===== src/rtl/vwq_pkg.sv =====
package vwq_pkg;
    localparam int AW = 16;
    localparam int DW = 16;
    localparam int SW = 16;

    typedef enum logic [1:0] {
        TGT_VRAM  = 2'd0,
        TGT_CRAM  = 2'd1,
        TGT_VSRAM = 2'd2,
        TGT_NONE  = 2'd3
    } tgt_e;

    localparam logic [3:0] CODE_VRAM_WR  = 4'h1;
    localparam logic [3:0] CODE_CRAM_WR  = 4'h3;
    localparam logic [3:0] CODE_VSRAM_WR = 4'h5;
    localparam logic [1:0] DMA_FILL      = 2'b10;

    typedef struct packed {
        logic [3:0]    code;
        logic [AW-1:0] addr;
        logic [DW-1:0] value;
        logic [SW-1:0] stamp;
        logic          partial;
    } entry_t;

    function automatic logic is_ready(input logic [SW-1:0] now, input logic [SW-1:0] stamp);
        logic [SW-1:0] diff;
        diff = now - stamp;
        return ~diff[SW-1];
    endfunction

    function automatic logic [5:0] word_idx(input logic [AW-1:0] a);
        return a[6:1];
    endfunction
endpackage


===== src/rtl/vwq_host.sv =====
module vwq_host
    import vwq_pkg::*;
#(
    parameter int AIW    = 8,
    parameter int SETTLE = 2
) (
    input  logic           clk,
    input  logic           rst,
    input  logic           cfg_load,
    input  logic [3:0]     cfg_code,
    input  logic [AW-1:0]  cfg_addr,
    input  logic [AIW-1:0] autoinc,
    input  logic           dma_active,
    input  logic [1:0]     dma_mode,
    input  logic           host_wr,
    input  logic [DW-1:0]  host_data,
    input  logic [SW-1:0]  cyc,
    input  logic           full,
    output logic           accept,
    output entry_t         push_entry
);
    logic [3:0]    code_q;
    logic [AW-1:0] addr_q;
    logic          dma_block;

    assign dma_block = dma_active && (dma_mode != DMA_FILL);
    assign accept    = host_wr && !cfg_load && code_q[0] && !full && !dma_block;

    always_comb begin
        push_entry.code    = code_q;
        push_entry.addr    = addr_q;
        push_entry.value   = host_data;
        push_entry.stamp   = cyc + SW'(SETTLE);
        push_entry.partial = 1'b0;
    end

    always_ff @(posedge clk) begin
        if (rst) begin
            code_q <= '0;
            addr_q <= '0;
        end else if (cfg_load) begin
            code_q <= cfg_code;
            addr_q <= cfg_addr;
        end else if (accept) begin
            addr_q <= addr_q + AW'(autoinc);
        end
    end
endmodule


===== src/rtl/vwq_fifo.sv =====
module vwq_fifo
    import vwq_pkg::*;
#(
    parameter int DEPTH = 4
) (
    input  logic   clk,
    input  logic   rst,
    input  logic   push,
    input  entry_t push_entry,
    input  logic   pop,
    input  logic   mark,
    output entry_t head,
    output logic   empty,
    output logic   full
);
    localparam int PW = $clog2(DEPTH);
    localparam int CW = PW + 1;

    entry_t        mem [DEPTH];
    logic [PW-1:0] wp;
    logic [PW-1:0] rp;
    logic [CW-1:0] cnt;

    assign empty = (cnt == '0);
    assign full  = (cnt == CW'(DEPTH));
    assign head  = mem[rp];

    always_ff @(posedge clk) begin
        if (rst) begin
            wp  <= '0;
            rp  <= '0;
            cnt <= '0;
        end else begin
            if (push) begin
                mem[wp] <= push_entry;
                wp      <= wp + PW'(1);
            end
            if (mark) begin
                mem[rp].partial <= 1'b1;
            end
            if (pop) begin
                rp <= rp + PW'(1);
            end
            cnt <= cnt + CW'(push) - CW'(pop);
        end
    end
endmodule


===== src/rtl/vwq_slot.sv =====
module vwq_slot
    import vwq_pkg::*;
#(
    parameter int CRAM_DEPTH = 64,
    parameter int VS_DEPTH   = 40
) (
    input  logic          slot,
    input  logic          rd_pend,
    input  logic          empty,
    input  entry_t        head,
    input  logic [SW-1:0] cyc,
    output logic          we,
    output tgt_e          tgt,
    output logic [AW-1:0] addr,
    output logic [DW-1:0] wdata,
    output logic          pop,
    output logic          mark,
    output logic          last_we,
    output logic          unused
);
    localparam logic [5:0] CMASK = 6'(CRAM_DEPTH - 1);

    logic       ready;
    logic       serve;
    logic [5:0] idx;

    assign ready  = !empty && is_ready(cyc, head.stamp);
    assign serve  = slot && !rd_pend && ready;
    assign unused = slot && (rd_pend || !ready);
    assign idx    = word_idx(head.addr);

    always_comb begin
        we      = 1'b0;
        tgt     = TGT_NONE;
        addr    = '0;
        wdata   = '0;
        pop     = 1'b0;
        mark    = 1'b0;
        last_we = 1'b0;
        if (serve) begin
            case (head.code)
                CODE_VRAM_WR: begin
                    we  = 1'b1;
                    tgt = TGT_VRAM;
                    if (!head.partial) begin
                        addr  = head.addr;
                        wdata = {8'h00, head.value[15:8]};
                        mark  = 1'b1;
                    end else begin
                        addr    = head.addr ^ AW'(1);
                        wdata   = {8'h00, head.value[7:0]};
                        pop     = 1'b1;
                        last_we = 1'b1;
                    end
                end
                CODE_CRAM_WR: begin
                    we      = 1'b1;
                    tgt     = TGT_CRAM;
                    addr    = AW'(idx & CMASK);
                    wdata   = head.value;
                    pop     = 1'b1;
                    last_we = 1'b1;
                end
                CODE_VSRAM_WR: begin
                    pop = 1'b1;
                    if (int'(idx) < VS_DEPTH) begin
                        we      = 1'b1;
                        tgt     = TGT_VSRAM;
                        addr    = AW'(idx);
                        wdata   = head.value;
                        last_we = 1'b1;
                    end
                end
                default: pop = 1'b1;
            endcase
        end
    end
endmodule


===== src/rtl/vmem_write_queue.sv =====
module vmem_write_queue
    import vwq_pkg::*;
#(
    parameter int DEPTH      = 4,
    parameter int SETTLE     = 2,
    parameter int AIW        = 8,
    parameter int CRAM_DEPTH = 64,
    parameter int VS_DEPTH   = 40
) (
    input  logic           clk,
    input  logic           rst,
    input  logic           cfg_load,
    input  logic [3:0]     cfg_code,
    input  logic [15:0]    cfg_addr,
    input  logic [AIW-1:0] autoinc,
    input  logic           dma_active,
    input  logic [1:0]     dma_mode,
    input  logic           host_wr,
    input  logic [15:0]    host_data,
    output logic           host_accept,
    input  logic           rd_req,
    input  logic           slot_strobe,
    output logic           slot_unused,
    output logic           mem_we,
    output logic [1:0]     mem_target,
    output logic [15:0]    mem_addr,
    output logic [15:0]    mem_wdata,
    output logic [15:0]    last_value,
    output logic           fifo_empty,
    output logic           fifo_full
);
    logic [SW-1:0] cyc;
    logic          rd_pend;
    entry_t        push_entry;
    entry_t        head;
    logic          fifo_pop;
    logic          fifo_mark;
    logic          last_we;
    tgt_e          tgt;

    always_ff @(posedge clk) begin
        if (rst) begin
            cyc        <= '0;
            rd_pend    <= 1'b0;
            last_value <= '0;
        end else begin
            cyc     <= cyc + SW'(1);
            rd_pend <= (rd_pend && !slot_strobe) || rd_req;
            if (last_we) begin
                last_value <= head.value;
            end
        end
    end

    vwq_host #(.AIW(AIW), .SETTLE(SETTLE)) u_host (
        .clk(clk), .rst(rst), .cfg_load(cfg_load), .cfg_code(cfg_code),
        .cfg_addr(cfg_addr), .autoinc(autoinc), .dma_active(dma_active),
        .dma_mode(dma_mode), .host_wr(host_wr), .host_data(host_data),
        .cyc(cyc), .full(fifo_full), .accept(host_accept), .push_entry(push_entry)
    );

    vwq_fifo #(.DEPTH(DEPTH)) u_fifo (
        .clk(clk), .rst(rst), .push(host_accept), .push_entry(push_entry),
        .pop(fifo_pop), .mark(fifo_mark), .head(head),
        .empty(fifo_empty), .full(fifo_full)
    );

    vwq_slot #(.CRAM_DEPTH(CRAM_DEPTH), .VS_DEPTH(VS_DEPTH)) u_slot (
        .slot(slot_strobe), .rd_pend(rd_pend), .empty(fifo_empty), .head(head),
        .cyc(cyc), .we(mem_we), .tgt(tgt), .addr(mem_addr), .wdata(mem_wdata),
        .pop(fifo_pop), .mark(fifo_mark), .last_we(last_we), .unused(slot_unused)
    );

    assign mem_target = tgt;
endmodule


===== config.mk =====
export PLATFORM = sky130hd
export DESIGN_NAME = vmem_write_queue
export DESIGN_NICKNAME = d
export VERILOG_FILES = /design/src/rtl/vwq_pkg.sv /design/src/rtl/vwq_host.sv /design/src/rtl/vwq_fifo.sv /design/src/rtl/vwq_slot.sv /design/src/rtl/vmem_write_queue.sv
export SDC_FILE = /design/constraint.sdc
export NUM_CORES = 1
export LEC_CHECK = 0
export BUFFER_PORTS_ARGS = -buffer_cell sky130_fd_sc_hd__buf_2
export CAP_MARGIN = 0
export CORE_ASPECT_RATIO = 1.25
export CORE_MARGIN = 4
export CORE_UTILIZATION = 25
export DETAILED_ROUTE_END_ITERATION = 7
export GPL_TIMING_DRIVEN = 0
export PLACE_DENSITY = 0.44
export SLEW_MARGIN = 20
export SYNTH_ARGS = -nofsm -noshare
export SYNTH_HDL_FRONTEND = slang
export SYNTH_SLANG_ARGS = --single-unit

===== constraint.sdc =====
create_clock -name clk -period 6.85 [get_ports clk]
set_clock_uncertainty 0.05 [all_clocks]
set_input_delay 1.0275 -clock clk [delete_from_list [all_inputs] [get_ports clk]]
set_output_delay 1.0275 -clock clk [all_outputs]
set_load 0.005 [all_outputs]

# Yosys cells after proc, flatten, opt, wreduce, memory -nomap -nowiden
# Memory sizes are Yosys's and may differ from the RTL's. A register that Yosys moved wholly into a read port is not among the register bits.
# Cells that the tools add are included.
dict set report totals {
  ff_bits 60
  ram_bits 212
  input_bits 53
  word_cells 79
  n_memories 1
}
dict set report classes {
  n_addsub 8
  n_lt_le_gt_ge 1
  n_eq_ne 5
  mux 32
  n_bitwise 2
  n_reduce_logical 22
}
# memory words word_bits rd rd_ports_with_merged_regs write_ports line
set memory_table {}
lappend memory_table {u_fifo.mem 4 53 1 1 2 vwq_fifo.sv:19} ;# entry_t mem [DEPTH];
# cell count
set op_table {}
lappend op_table {{one-hot mux 16 bit (3 select lines)} 2}
lappend op_table {{two-way mux 16 bit} 5}
lappend op_table {{two-way mux 1 bit} 17}
lappend op_table {{adder 16 x 1 -> 16 bit (second input constant)} 1}
lappend op_table {{adder 16 x 2 -> 16 bit (second input constant)} 1}
lappend op_table {{adder 16 x 8 -> 16 bit} 1}
lappend op_table {{subtractor 16 bit} 1}
lappend op_table {{logical AND 1 bit} 10}
lappend op_table {{two-way mux 8 bit} 1}
lappend op_table {{logical NOT 1 bit} 7}
lappend op_table {{less-than comparator 6 bit (second input constant)} 1}
lappend op_table {{two-way mux 2 bit} 3}
lappend op_table {{two-way mux 6 bit} 1}
lappend op_table {{one-hot mux 2 bit (3 select lines)} 1}
lappend op_table {{adder 2 x 1 -> 2 bit (second input constant)} 2}
lappend op_table {{== test 4 x 1 -> 1 bit (second input constant)} 1}
lappend op_table {{== test 4 x 2 -> 1 bit (second input constant)} 1}
lappend op_table {{== test 4 x 3 -> 1 bit (second input constant)} 1}
lappend op_table {{adder 3 x 1 -> 3 bit} 1}
lappend op_table {{== test 3 bit (second input constant)} 1}
lappend op_table {{logical NOT 3 bit} 1}
lappend op_table {{one-hot mux 1 bit (3 select lines)} 1}
lappend op_table {{subtractor 3 x 1 -> 3 bit} 1}
lappend op_table {{logical OR 1 bit} 2}
lappend op_table {{5 further kinds} 6}

# Depth between registers and ports, before layout
dict set report logic_depth {
  depth_word 8
  mapped_depth 21
  mapped_depth_nobuf 17
}

# Hierarchy
# From an unflattened synthesis, not the netlist that was laid out.
dict set report unflattened {
  cells_unflattened 832
  area_unflattened_um2 12208.0
}
# module n_inst cells_per_inst area_per_inst_um2
set by_module_without_submodules {}
lappend by_module_without_submodules {vwq_fifo 1 343 8291.7}
lappend by_module_without_submodules {vwq_host 1 200 1664.1}
lappend by_module_without_submodules {vmem_write_queue 1 133 1302.5}
lappend by_module_without_submodules {vwq_slot 1 156 949.7}

# Worst setup path after synthesis
# OpenSTA, ideal clock, no wires.
dict set report synth_timing {
  path_kind {register to output}
  start {reg with a tool-made name}
  end {out mem_target[0]}
  arrival_ps 3724
  t_required_ps 5773
  path_slack_ps 2048
  path_stages_with_launch 15
  cell_sequence {dfxtp_1 -> buf_6 -> buf_2 -> buf_2 -> buf_2 -> mux4_2 -> inv_1 -> ha_1 -> a21oi_1 -> a21boi_0 -> o311ai_1 -> and4b_1 -> o21ai_2 -> buf_6 -> or4b_1}
}
# item line
set synth_lines {}
lappend synth_lines {{to (decl)} vmem_write_queue.sv:25} ;# output logic [1:0] mem_target,

==> out/metrics.yaml <==
synthesis:
  synth-seq-cells: 274
  synthAdderAreaFrac_pct: 3.91
  syn_inst: 834
  avgSynthCellArea_um2: 14.3
  synth_compound_area_share_pct: 6.32
  synthXorXnorAreaFrac_pct: 2.87
  synth_mux_area_share_pct: 10.5
  synth_area_leaders: "edfxtp_1 52%, dfxtp_1 11%, mux4_2 9.6%, ha_1 3.6%, nor2_1 2.0%"
  synthArstFlopShare_pct: 0
  synthSimpleGateAreaFrac_pct: 10.1
  synth_top_family_by_area: "multiplexers"
  yosys_warnings: 0
  synth_top_area_share_pct: 52.5
  synth_edf_count: 208
  synth_largest_area_cell: "edfxtp_1"
  synth_nets: 923
  ys_types: 55
  seq_area_frac_synth_pct: 63.5
  netlist_area_mm2: 0.0119
  synthFlopType: "edfxtp_1"
clock_tree:
  htreeDepth: 1
  cts_tree: "built"
  cts_buffers: 28
  cts.clk_slew.worst_paths_ps: 60
  cts_root_buffer: "clkbuf_16"
  post_cts_resized: 4
  cts_buffer_depth: 3
  postCtsHoldBufs: 0
  clkLatencyLatePin_ps: 550
  postCtsSetupBuffers: 0
  cts_sinks: 274
routing:
  drc: 0
  routed_wl_um: 30500
  ant_nets: 0
  top_layer: "met5"
  viasPerCell: 4.40
  wl_met2_um: 15400
  first_pass_iters: 5
  first_iter_violations: 356
  met3_length_um: 1140
  avgRoutedWirePerCell_um: 18.7
  vias: 7174
  met1_length_um: 13400
worst_setup_path:
  slowest_stage: "mux4_2"
  r2r.worst_path.cells: 21
  cp_max_fo: 10
  cp.arrival_ps: 5210
  r2r_end: "u_fifo.cnt[2]$_SDFF_PP0_"
  slowest_delay_ps: 540
  crit_chain: "buf_6 > buf_2 > buf_2 > clkbuf_4 > mux4_2 > inv_1 > ha_1 > a21oi_1 > a21boi_0 > o311ai_1 > and4b_1 > o21ai_2 > buf_6 > nand2b_1 > nor2b_1 > buf_2"
  cp-end-kind: "primary output"
  start_kind: "register"
  cp.required_ps: 5770
  rrSetupSlack_ps: 1200
  criticalPathCategory: "register to primary output"
  critPathMostFrequentCell: "buf_2"
pwr:
  switchingPower_mw: 0.782
  power_frac_comb_pct: 5.5
  powerDensity_mw_per_mm2: 260
  swShare_pct: 20.9
  power.leakage_nw: 5.11
  p_clk_share_pct: 45.9
  power_frac_seq_pct: 48.6
  intPower_mw: 2.95
  ir_worst_vdd_v: 0.000169
timing:
  period_minus_slack_ps: 6280
  slew_viol_final: 0
  slew_headroom_pct: 44.9
  period_share_pct: 91.7
  tns_ps: 0
  final-setup-viol-count: 0
  hold_viol_final: 0
  rsz0062_at_grt: "false"
  clock.fmax_mhz: 159
  worst_pin_slew_ps: 826
hold_path:
  min-delay-start: "u_fifo.mem[1][0]$_DFF_P_"
  hold_end: "u_fifo.mem[1][0]$_DFF_P_"
  hold_depth: 2
  hold_class: "register to register"
die:
  start_util_pct: 25.2
  ioPinCount: 108
  dieArea_mm2: 0.0512
  core_area_mm2: 0.0472
  num_rows: 89
  die_y_um: 252
  die_w_um: 203
placed_design:
  portBuffers: 105
  routabilityCongestion: 0.809
  place_area_mm2: 0.0133
  place_inst: 1580
  hpwl_um: 21400
layout:
  design_area_mm2: 0.0144
  layout-area-overhead-vs-synth_pct: 20.7
  drive_above_1_share_pct: 23.4
  num_antenna_cells: 0
  fin_util_pct: 30.4
  final_cells: 1630
  final_nets: 1061
grt:
  grt_max_degree: 38
  gr-usage-all-layers_pct: 11.8
  grt_pass1_wl_um: 47000
  grt_pass1_vias: 7671
  antenna_found_initial: 2
  overflow: 0
status:
  outcome: "completed"
job:
  max_cap_viol_count: 0
-- layout make-up --
| type | count | area (um^2) |
|---|---|---|
| plain buffers | 40 | 188 |
| clock buffers | 30 | 729 |
| clock inverters | 21 | 309 |
| fillers | 4839 | 32800 |
| inverters | 38 | 143 |
| multi-input cells | 481 | 4030 |
| flip-flops and latches | 274 | 7570 |
| well taps | 637 | 797 |
| repair buffers | 109 | 613 |
-- synthesized netlist by cell type (5+ instances only) --
cell and count:
dfxtp_1 66, or4b_1 8, nand4_1 10, mux2i_1 8, inv_1 37, xnor2_1 17
o21ai_0 25, nor2_1 65, nand3_1 14, o31ai_1 7, xor2_1 22, a21oi_1 34
a31oi_1 7, edfxtp_1 208, clkbuf_1 23, nor2b_1 38, o22ai_1 7, nor3b_1 5
nand3b_1 5, mux4_2 51, and2_1 6, nand2_1 35, nand2b_1 18, a22oi_1 15
ha_1 34, buf_2 13, and3_1 6
-- per-layer routing --
metal | up-vias | track usage (%)
li1 | 3435 | -
met1 | 3579 | 15.2
met2 | 121 | 20.9
met3 | 35 | 1.88
met4 | 4 | 2.78
met5 | - | 0
-- sequential cells by signal, summed over array words and instances (netlist names), named ones only --
signal,count
u_fifo.wp,2
rd_pend,1
u_fifo.cnt,3
u_host.addr_q,16
last_value,16
u_fifo.rp,2
u_fifo.mem,212
u_host.code_q,4
cyc,16
-- critical path: cells and delay by family, from the launching register on --
kind                     cells  cell delay, ps
flip-flops                   1             320
adder cells (fa/ha/maj)      1             240
multiplexers                 1             540
AND/OR/NAND/NOR              3             900
buffers and inverters        7            1750
AO/OA/AOI/OAI                4             900
-- cells in the final DEF (no fill, tap or decap), types with 5 or more instances in the layout --
master / netlist / final
mux4_2: 51 / 51
edfxtp_1: 208 / 208
o21ai_0: 25 / 25
clkbuf_1: 23 / 21
o22ai_1: 7 / 7
a22oi_1: 15 / 15
a21oi_1: 34 / 34
buf_2: 13 / 117
and3_1: 6 / 6
bufinv_16: 0 / 8
clkinv_2: 0 / 5
nand2b_1: 18 / 17
mux2i_1: 8 / 8
clkinv_1: 1 / 6
nor2b_1: 38 / 38
clkbuf_16: 0 / 29
nor3b_1: 5 / 5
nand3b_1: 5 / 5
inv_1: 37 / 37
xor2_1: 22 / 22
o31ai_1: 7 / 7
nor2_1: 65 / 65
nand4_1: 10 / 10
ha_1: 34 / 34
or4b_1: 8 / 8
dfxtp_1: 66 / 66
a31oi_1: 7 / 7
nand2_1: 35 / 35
nand3_1: 14 / 14
xnor2_1: 17 / 17
-- worst max-delay path by stage --
| stage | startpoint | slack (ps) | to | cells past startpoint |
|---|---|---|---|---|
| 6_report | register | 570 | mem_wdata[9] | 16 |
| 5_1_grt | register | 40 | mem_wdata[9] | 16 |
| 4_1_cts | register | 170 | mem_wdata[9] | 16 |
| 3_5_place_dp | register | 100 | mem_addr[13] | 16 |
| 3_3_place_gp | register | 100 | mem_addr[15] | 16 |
| 2_1_floorplan | register | 2050 | mem_target[0] | 14 |
-- logic make-up (layout without fill, tap and decap cells) --
logic type      after synthesis  after routing
buf+inv                      79            238
mux                          61             61
flops                       274            274
compound gates              119            119
simple gates                226            226
fa+ha+maj                    36             36
xor+xnor                     39             39
-- power groups by stage --
stage	combinational, mW	sequential (mW)	clock (mW)
floorplan	0.136	1.85	0
global placement	0.211	1.85	0
detailed placement	0.212	1.85	0
CTS	0.213	1.82	1.77
global route	0.232	1.82	1.84
finish	0.207	1.82	1.71
-- metrics by stage --
| stage | total power [mW] | setup WS, ps | hold slack, ps |
|---|---|---|---|
| floorplan | 1.98 | 2050 | 399 |
| global placement | 2.06 | 96.6 | 407 |
| detailed placement | 2.06 | 96.8 | 423 |
| CTS | 3.80 | 166 | 432 |
| global route | 3.89 | 35.4 | 456 |
| finish | 3.74 | 566 | 436 |
Power figures use the tool's default switching activity.
